`src/rtl/ipi_cmd_pkg.sv`:
```
package ipi_cmd_pkg;
    localparam int ADDR_W = 12;
    localparam int DATA_W = 32;
    localparam int BE_W   = DATA_W / 8;
    localparam int ID_W   = 8;
    localparam int VEC_W  = 8;
    localparam int MODE_W = 3;

    localparam logic [ADDR_W-1:0] OFS_CORE_ID = 12'h020;
    localparam logic [ADDR_W-1:0] OFS_CMD_LO  = 12'h300;
    localparam logic [ADDR_W-1:0] OFS_CMD_HI  = 12'h310;

    localparam int VEC_LSB    = 0;
    localparam int MODE_LSB   = 8;
    localparam int STATUS_BIT = 12;
    localparam int LEVEL_BIT  = 14;
    localparam int DEST_LSB   = DATA_W - ID_W;

    localparam logic [DATA_W-1:0] LO_RSVD   = 32'hFFF3_2000;
    localparam logic [DATA_W-1:0] LO_STATUS = 32'h0000_1000;
    localparam logic [DATA_W-1:0] LO_WMASK  = ~(LO_RSVD | LO_STATUS);
    localparam logic [DATA_W-1:0] HI_WMASK  = {{ID_W{1'b1}}, {(DATA_W-ID_W){1'b0}}};

    typedef enum logic [1:0] {
        SEL_NONE,
        SEL_ID,
        SEL_LO,
        SEL_HI
    } reg_sel_e;

    typedef struct packed {
        logic [ID_W-1:0]   dest;
        logic [MODE_W-1:0] mode;
        logic              level;
        logic [VEC_W-1:0]  vector;
    } ipi_msg_t;

    function automatic logic [DATA_W-1:0] merge_masked(
        input logic [DATA_W-1:0] old_v,
        input logic [DATA_W-1:0] new_v,
        input logic [DATA_W-1:0] mask
    );
        return (old_v & ~mask) | (new_v & mask);
    endfunction

    function automatic ipi_msg_t build_msg(
        input logic [DATA_W-1:0] lo,
        input logic [DATA_W-1:0] hi
    );
        ipi_msg_t m;
        m.dest   = hi[DEST_LSB +: ID_W];
        m.mode   = lo[MODE_LSB +: MODE_W];
        m.level  = lo[LEVEL_BIT];
        m.vector = lo[VEC_LSB +: VEC_W];
        return m;
    endfunction
endpackage

```
`src/rtl/ipi_reg_decode.sv`:
```
module ipi_reg_decode
    import ipi_cmd_pkg::*;
(
    input  logic [ADDR_W-1:0] addr,
    input  logic              we,
    input  logic [BE_W-1:0]   be,
    output reg_sel_e          sel,
    output logic              wr_lo,
    output logic              wr_hi
);
    logic full_wr;

    always_comb begin
        unique case (addr)
            OFS_CORE_ID: sel = SEL_ID;
            OFS_CMD_LO:  sel = SEL_LO;
            OFS_CMD_HI:  sel = SEL_HI;
            default:     sel = SEL_NONE;
        endcase
    end

    assign full_wr = we && (be == {BE_W{1'b1}});
    assign wr_lo   = full_wr && (sel == SEL_LO);
    assign wr_hi   = full_wr && (sel == SEL_HI);
endmodule

```
`src/rtl/ipi_cmd_store.sv`:
```
module ipi_cmd_store
    import ipi_cmd_pkg::*;
(
    input  logic              clk,
    input  logic              rst,
    input  logic              wr_lo,
    input  logic              wr_hi,
    input  logic [DATA_W-1:0] wdata,
    output logic [DATA_W-1:0] lo_q,
    output logic [DATA_W-1:0] hi_q
);
    always_ff @(posedge clk) begin
        if (rst) begin
            lo_q <= '0;
            hi_q <= '0;
        end else begin
            if (wr_lo) lo_q <= merge_masked(lo_q, wdata, LO_WMASK);
            if (wr_hi) hi_q <= merge_masked(hi_q, wdata, HI_WMASK);
        end
    end
endmodule

```
`src/rtl/ipi_msg_launch.sv`:
```
module ipi_msg_launch
    import ipi_cmd_pkg::*;
(
    input  logic     clk,
    input  logic     rst,
    input  logic     launch,
    input  ipi_msg_t msg_in,
    input  logic     ready,
    output logic     busy,
    output ipi_msg_t msg_q
);
    always_ff @(posedge clk) begin
        if (rst) begin
            busy  <= 1'b0;
            msg_q <= '0;
        end else if (launch && !busy) begin
            busy  <= 1'b1;
            msg_q <= msg_in;
        end else if (busy && ready) begin
            busy <= 1'b0;
        end
    end
endmodule

```
`src/rtl/ipi_cmd_regs.sv`:
```
module ipi_cmd_regs
    import ipi_cmd_pkg::*;
(
    input  logic              clk,
    input  logic              rst,
    input  logic [ADDR_W-1:0] bus_addr,
    input  logic              bus_we,
    input  logic [BE_W-1:0]   bus_be,
    input  logic [DATA_W-1:0] bus_wdata,
    output logic [DATA_W-1:0] bus_rdata,
    input  logic [ID_W-1:0]   core_id_i,
    output logic              msg_valid,
    input  logic              msg_ready,
    output logic [ID_W-1:0]   msg_dest,
    output logic [MODE_W-1:0] msg_mode,
    output logic [VEC_W-1:0]  msg_vector,
    output logic              msg_level
);
    reg_sel_e          sel;
    logic              wr_lo, wr_hi, wr_lo_ok, busy;
    logic [DATA_W-1:0] lo_q, hi_q;
    ipi_msg_t          next_msg, msg_q;

    ipi_reg_decode dec_i (
        .addr(bus_addr), .we(bus_we), .be(bus_be),
        .sel(sel), .wr_lo(wr_lo), .wr_hi(wr_hi)
    );

    assign wr_lo_ok = wr_lo && !busy;

    ipi_cmd_store store_i (
        .clk(clk), .rst(rst), .wr_lo(wr_lo_ok), .wr_hi(wr_hi),
        .wdata(bus_wdata), .lo_q(lo_q), .hi_q(hi_q)
    );

    assign next_msg = build_msg(merge_masked(lo_q, bus_wdata, LO_WMASK), hi_q);

    ipi_msg_launch launch_i (
        .clk(clk), .rst(rst), .launch(wr_lo_ok), .msg_in(next_msg),
        .ready(msg_ready), .busy(busy), .msg_q(msg_q)
    );

    always_comb begin
        unique case (sel)
            SEL_ID:  bus_rdata = {core_id_i, {(DATA_W-ID_W){1'b0}}};
            SEL_LO:  bus_rdata = (lo_q & ~LO_STATUS) | (DATA_W'(busy) << STATUS_BIT);
            SEL_HI:  bus_rdata = hi_q;
            default: bus_rdata = '0;
        endcase
    end

    assign msg_valid  = busy;
    assign msg_dest   = msg_q.dest;
    assign msg_mode   = msg_q.mode;
    assign msg_vector = msg_q.vector;
    assign msg_level  = msg_q.level;
endmodule

```
`config.mk`:
```
export PLATFORM = sky130hd
export DESIGN_NAME = ipi_cmd_regs
export DESIGN_NICKNAME = d
export VERILOG_FILES = /design/src/rtl/ipi_cmd_pkg.sv /design/src/rtl/ipi_reg_decode.sv /design/src/rtl/ipi_cmd_store.sv /design/src/rtl/ipi_msg_launch.sv /design/src/rtl/ipi_cmd_regs.sv
export SDC_FILE = /design/constraint.sdc
export NUM_CORES = 1
export LEC_CHECK = 0
export BUFFER_PORTS_ARGS = -buffer_cell sky130_fd_sc_hd__clkbuf_2
export CAP_MARGIN = 20
export CORE_MARGIN = 2
export CORE_UTILIZATION = 39
export CTS_CLUSTER_DIAMETER = 50
export CTS_CLUSTER_SIZE = 16
export DETAILED_ROUTE_END_ITERATION = 16
export GPL_TIMING_DRIVEN = 0
export PLACE_DENSITY = 0.8
export RECOVER_POWER = 25
export SKIP_CTS_REPAIR_TIMING = 1
export SYNTH_ARGS = -nofsm -noshare
export SYNTH_HDL_FRONTEND = slang
export SYNTH_SLANG_ARGS = --single-unit
export TNS_END_PERCENT = 1
```
`constraint.sdc`:
```
create_clock -name clk -period 1.28 [get_ports clk]
set_input_delay 0.064 -clock clk [delete_from_list [all_inputs] [get_ports clk]]
set_output_delay 0.064 -clock clk [all_outputs]
set_load 0.05 [all_outputs]
```
* Word level (Yosys, flattened, before mapping)
Index checks and enable logic that the tools add are counted.
** Word-level totals
- Register bits :: 85
- Input port bits :: 60
- Output and inout port bits :: 53
** Operators by class
- Equality and inequality tests :: 7
- Multiplexer cells :: 4
- Bitwise operators :: 3
- Reduce and logical (&&, ||, !) cells :: 8
** Operators by type and width (number)
- one-hot mux 32 bit (3 select lines) :: 1
- OR 24 x 32 -> 32 bit :: 1
- OR 32 x 13 -> 32 bit :: 1
- OR 32 x 20 -> 32 bit :: 1
- == test 12 x 10 -> 1 bit, second input constant :: 2
- == test 12 x 6 -> 1 bit, second input constant :: 1
- logical AND 1 bit :: 6
- one-hot mux 2 bit (3 select lines) :: 1
- == test 2 bit, second input constant :: 2
- == test 4 bit, second input constant :: 1
- == test 2 x 1 -> 1 bit, second input constant :: 1
- two-way mux 1 bit :: 2
- nonzero test 2 bit :: 1
- zero test 1 bit :: 1

* Depth between registers and ports, before layout
- Word-level depth :: 7
- Mapped depth :: 7
- Mapped depth without buffers :: 4

* By module
Synthesis repeated with hierarchy kept, for this count alone.
** Unflattened totals
- Cell total of the unflattened synthesis :: 299
- Area, all modules :: 2930.3 sq um
** Modules (own cells, without submodules)
- ipi_cmd_store :: times used 1, cells each 118, area each 1162.4 sq um, seq. area each 480.5 sq um
- ipi_msg_launch :: times used 1, cells each 94, area each 1043.5 sq um, seq. area each 420.4 sq um
- ipi_cmd_regs :: times used 1, cells each 74, area each 639.4 sq um, seq. area each 0.0 sq um
- ipi_reg_decode :: times used 1, cells each 13, area each 85.1 sq um, seq. area each 0.0 sq um

* Worst setup path after synthesis
Ideal clock, no wire load.
- Path kind :: input port to output port
- From :: input bus_addr[1]
- To :: output bus_rdata[10]
- Arrival :: 1318 ps
- Setup slack :: -102 ps
- Stages :: 5
- Buffers on the path :: 2
- Path through :: nor4_2 and4b_1 buf_4 clkbuf_1 and2_1
** Between the ends
- Longest elaborated chain between the ends :: 4
** Ends and longest elaborated chain
- start: declaration :: line ipi_cmd_regs.sv:6 : input logic [ADDR_W-1:0] bus_addr,
- == test 12 x 10 -> 1 bit or == test 12 x 6 -> 1 bit (tied branches) :: line ipi_reg_decode.sv:14 : unique case (addr)
- one-hot mux 2 bit (3 select lines) (*) :: line ipi_reg_decode.sv:14
- == test 2 bit or == test 2 x 1 -> 1 bit (tied branches) :: line ipi_cmd_regs.sv:44 : unique case (sel)
- one-hot mux 32 bit (3 select lines) (*) :: line ipi_cmd_regs.sv:44
- end: declaration :: line ipi_cmd_regs.sv:10 : output logic [DATA_W-1:0] bus_rdata,
Every way passes the cells marked *; elsewhere a longest branch is shown, timed or not.

* Worst setup path after layout
- From :: input bus_addr[10]
- To :: output bus_rdata[18]
The elaborated chain is that of the path after synthesis.

==> impl_summary.txt <==
----------------------------------------------------
[Synth]
  Average footprint of a synthesized cell ... 9.77 µm²
  Cells after synthesis ... 192
  Cell types with the largest area share after synthesis ... dfxtp_1, nand2b_1, mux2i_1
  Share of flip-flops with an asynchronous set or reset after synthesis ... 0%
  Unique cell type count in the Yosys netlist ... 22
  Cell area after synthesis ... 1880 µm²
  Fraction of the yosys area taken by sequential cells ... 35.2%
  Number of synthesized register bits ... 33
  Post-synth top area share ... 35.2%
  Top cells by count, synth ... nand2b_1, dfxtp_1, mux2i_1
  Cell accounting for the most synthesized area ... dfxtp_1
  Predominant post-synthesis flop cell ... dfxtp_1
  Number of synthesized flops with an enable pin ... 0
  Number of warning messages in the yosys log ... 0
  Cell with the most instances after synthesis ... nand2b_1

[Drt]
  Drt total wl ... 4190 µm
  Mean routed wirelength per cell ... 11.6 µm
  Vias ... 1628
  DRT Pass-1 Iters ... 4
  Number of violations reported at the end of detailed-routing iteration 0 ... 44
  Post-detailed-route via-to-cell ratio ... 4.52
  Remaining design rule violation count ... 0
  Number of nets still failing antenna checks after routing ... 0

[Worst setup path]
  Required time at the endpoint of the critical path ... roughly 1.2 ns
  Max Fanout on Critical Path ... 10
  Startpoint of the worst-slack reg-to-reg timing path ... launch_i.busy
  Most used cell along the critical path ... buf_6
  Largest stage delay, worst path ... 0.32 ns
  R2r worst-path depth ... 4
  Setup crit end kind ... output port
  Register-to-register setup slack ... 0.21 ns
  Critical path data arrival time ... 1.29 ns
  Capturing point of the worst reg2reg path ... store_i.lo_q[9]
  Crit path max-delay family ... simple AND/OR/NAND/NOR gates
  Launching element type of the critical path ... input port
  Library cell contributing the largest single delay on the critical path ... nor4_4
  Crit Path Category ... input port to output port
  Cells along the critical path ... clkbuf_2 -> nor4_4 -> and4b_1 -> buf_6 -> buf_6 -> and2_1 -> buf_6
  Count of buffer and inverter cells on the critical path ... 4

[Placed design]
  Buffers added on ports ... 96
  Post-placement cell area ... 2450 µm²
  HPWL after detailed placement ... approximately 3200 µm
  RD Place Congestion ... 0.694

[Cells and area]
  Area Growth Syn to Fin ... 47.4%
  Net count of the finished layout ... about 370
  Final core utilization ... slightly below 60%
  N_diodes ... 0
  Layout cells sized above 1 ... 43.8%
  Final Instance Area ... 2760 µm²
  Fill cell count ... between 400 and 500

[Global routing]
  Wire length of the first global-routing pass ... 6460 µm
  Largest net degree at the start of global routing ... 11
  Vias in the first global route ... 1445
  Total global routing overflow ... 0
  Number of antenna violations at the first check in global routing ... 0
  Total routing usage reported by global routing ... between 10% and 20%

[Floorplanning]
  I/O pin cnt ... ~110
  Area of the core ... 4690 µm²
  Y dimension of the die ... 73.3 µm
  Starting Density ... 40.0%
  Die outline width ... 73.3 µm
  Die Outline Area ... 5380 µm²
  Cell row count ... 25

[Clocking]
  Buffer cell driving the clock tree root ... clkbuf_8
  Clock latency on the worst-skew pair ... 0.28 ns
  Bufs on Longest Clock Path ... 2
  Number of clock sinks ... 33
  Clock-pin slew of the registers on the worst-case setup and hold paths ... 0.06 ns
  H-tree levels ... 2
  Clock tree from TritonCTS ... yes
  Number of CTS-inserted buffers ... 5

[STA]
  Slew @ Worst Pin ... about 0.60 ns
  Slew headroom ... between 60% and 70%
  Final setup skew ... roughly 0.0011 ns
  Final max-slew violation count ... 0
  Final worst-path setup slack ... -0.0783 ns
  Unrepaired setup endpoints after global routing ... true
  Final critical-path required period ... 1.36 ns
  Post-route fraction of the period consumed by the critical path ... 106%
  Highest Clock Rate ... 736 MHz
  Final setup violation count ... 40
  Final-report hold violation count ... 0

[Run]
  Max-cap violation count ... 0

[Worst hold path]
  Hold Crit Class ... input port to flip-flop
  Number of cells on the worst hold path ... 3
  Hold path startpoint ... bus_wdata[1]
  WHS Endpoint ... store_i.lo_q[1]

[Power and ir drop]
  Overall Power ... approximately 2000 µW
  Total leakage power ... 0.00123 µW
  Power density over the cells ... 720 nW/µm²
  Worst IR Drop VDD ... 0.000584 V

[Status]
  Run status ... finished with violations
  Failing checks ... setup timing

----------------------------------------------------
==> stage by stage <==
step,setup TNS (ns),hold slack (ns),std cells,worst slack [ns]
5_1_grt,-6.68,0.0293,360,-0.178
4_1_cts,-8.15,0.0161,356,-0.398
6_report,-1.70,0.0231,360,-0.0783
3_5_place_dp,-17.35,0.316,348,-0.397
2_1_floorplan,-3.57,0.219,198,-0.102
3_3_place_gp,-16.94,0.313,348,-0.411
==> state kept, by name, summed over array words and instances (netlist names) <==
name            flops
launch_i.msg_q      8
store_i.hi_q        8
store_i.lo_q       16
launch_i.busy       1
==> routing by layer <==
| metal | GRT usage (%) | vias to the layer above | wire, µm |
|---|---|---|---|
| met5 | 0 | - | 0 |
| li1 | - | 834 | - |
| met3 | 4.25 | 8 | 330 |
| met4 | 5.45 | 0 | 57 |
| met2 | 26.2 | 74 | 1920 |
| met1 | 18.8 | 712 | 1870 |
==> worst reg2reg max path: cells and delay by family (launching register included) <==
family / cells / cell delay (ns)
muxes: 1 / 0.18
DFF: 1 / 0.34
buffers and inverters: 2 / 0.30
and+or+nand+nor: 1 / 0.18
==> cell type report <==
type | instances | area [µm²] | area share [%]
Timing Repair Buffer | 100 | 673 | 24.4
Sequential cell | 33 | 661 | 23.9
Clock buffer | 8 | 80.1 | 2.90
Buffer | 31 | 254 | 9.19
Multi-Input combinational cell | 134 | 1030 | 37.2
Tap cell | 54 | 67.6 | 2.44
==> placed cells by master (no fill, tap or decap), types with 2 or more instances in the layout <==
cell type	netlist	layout
buf_12	2	2
mux2i_1	32	32
dfxtp_1	33	33
clkbuf_2	0	67
nor4_4	1	2
nand2b_1	56	56
buf_8	0	2
and4_1	2	2
clkbuf_8	0	5
buf_6	1	29
conb_1	1	7
and2_1	17	15
a22o_1	8	8
clkbuf_1	7	13
buf_4	20	21
==> report_power, final <==
part           internal, µW  switching, µW  total (µW)
sequential             1030        0.00417        1030
clock                   386            350         735
combinational           113            114         227
total                  1530            464        1990
==> kinds of logic (layout without fill, tap and decap cells) <==
family	Yosys count	in the layout	share of synthesized area, %
AOI/OAI and AO/OA	9	9	4.27
buffers and inverters	31	139	12.4
muxes	32	32	17.1
DFF	33	33	35.2
other	1	7	0.200
and+or+nand+nor	86	86	30.8
==> worst max path at each step <==
stage / from / end / slack [ns] / cells after the start
floorplan: bus_addr[1] / bus_rdata[11] / -0.10 / 5
global placement: bus_addr[1] / bus_rdata[18] / -0.41 / 7
detailed placement: bus_addr[1] / bus_rdata[18] / -0.40 / 7
CTS: bus_addr[1] / bus_rdata[18] / -0.40 / 7
global route: bus_addr[10] / bus_rdata[26] / -0.18 / 7
finish: bus_addr[10] / bus_rdata[18] / -0.08 / 7
Power figures use the tool's default switching activity.
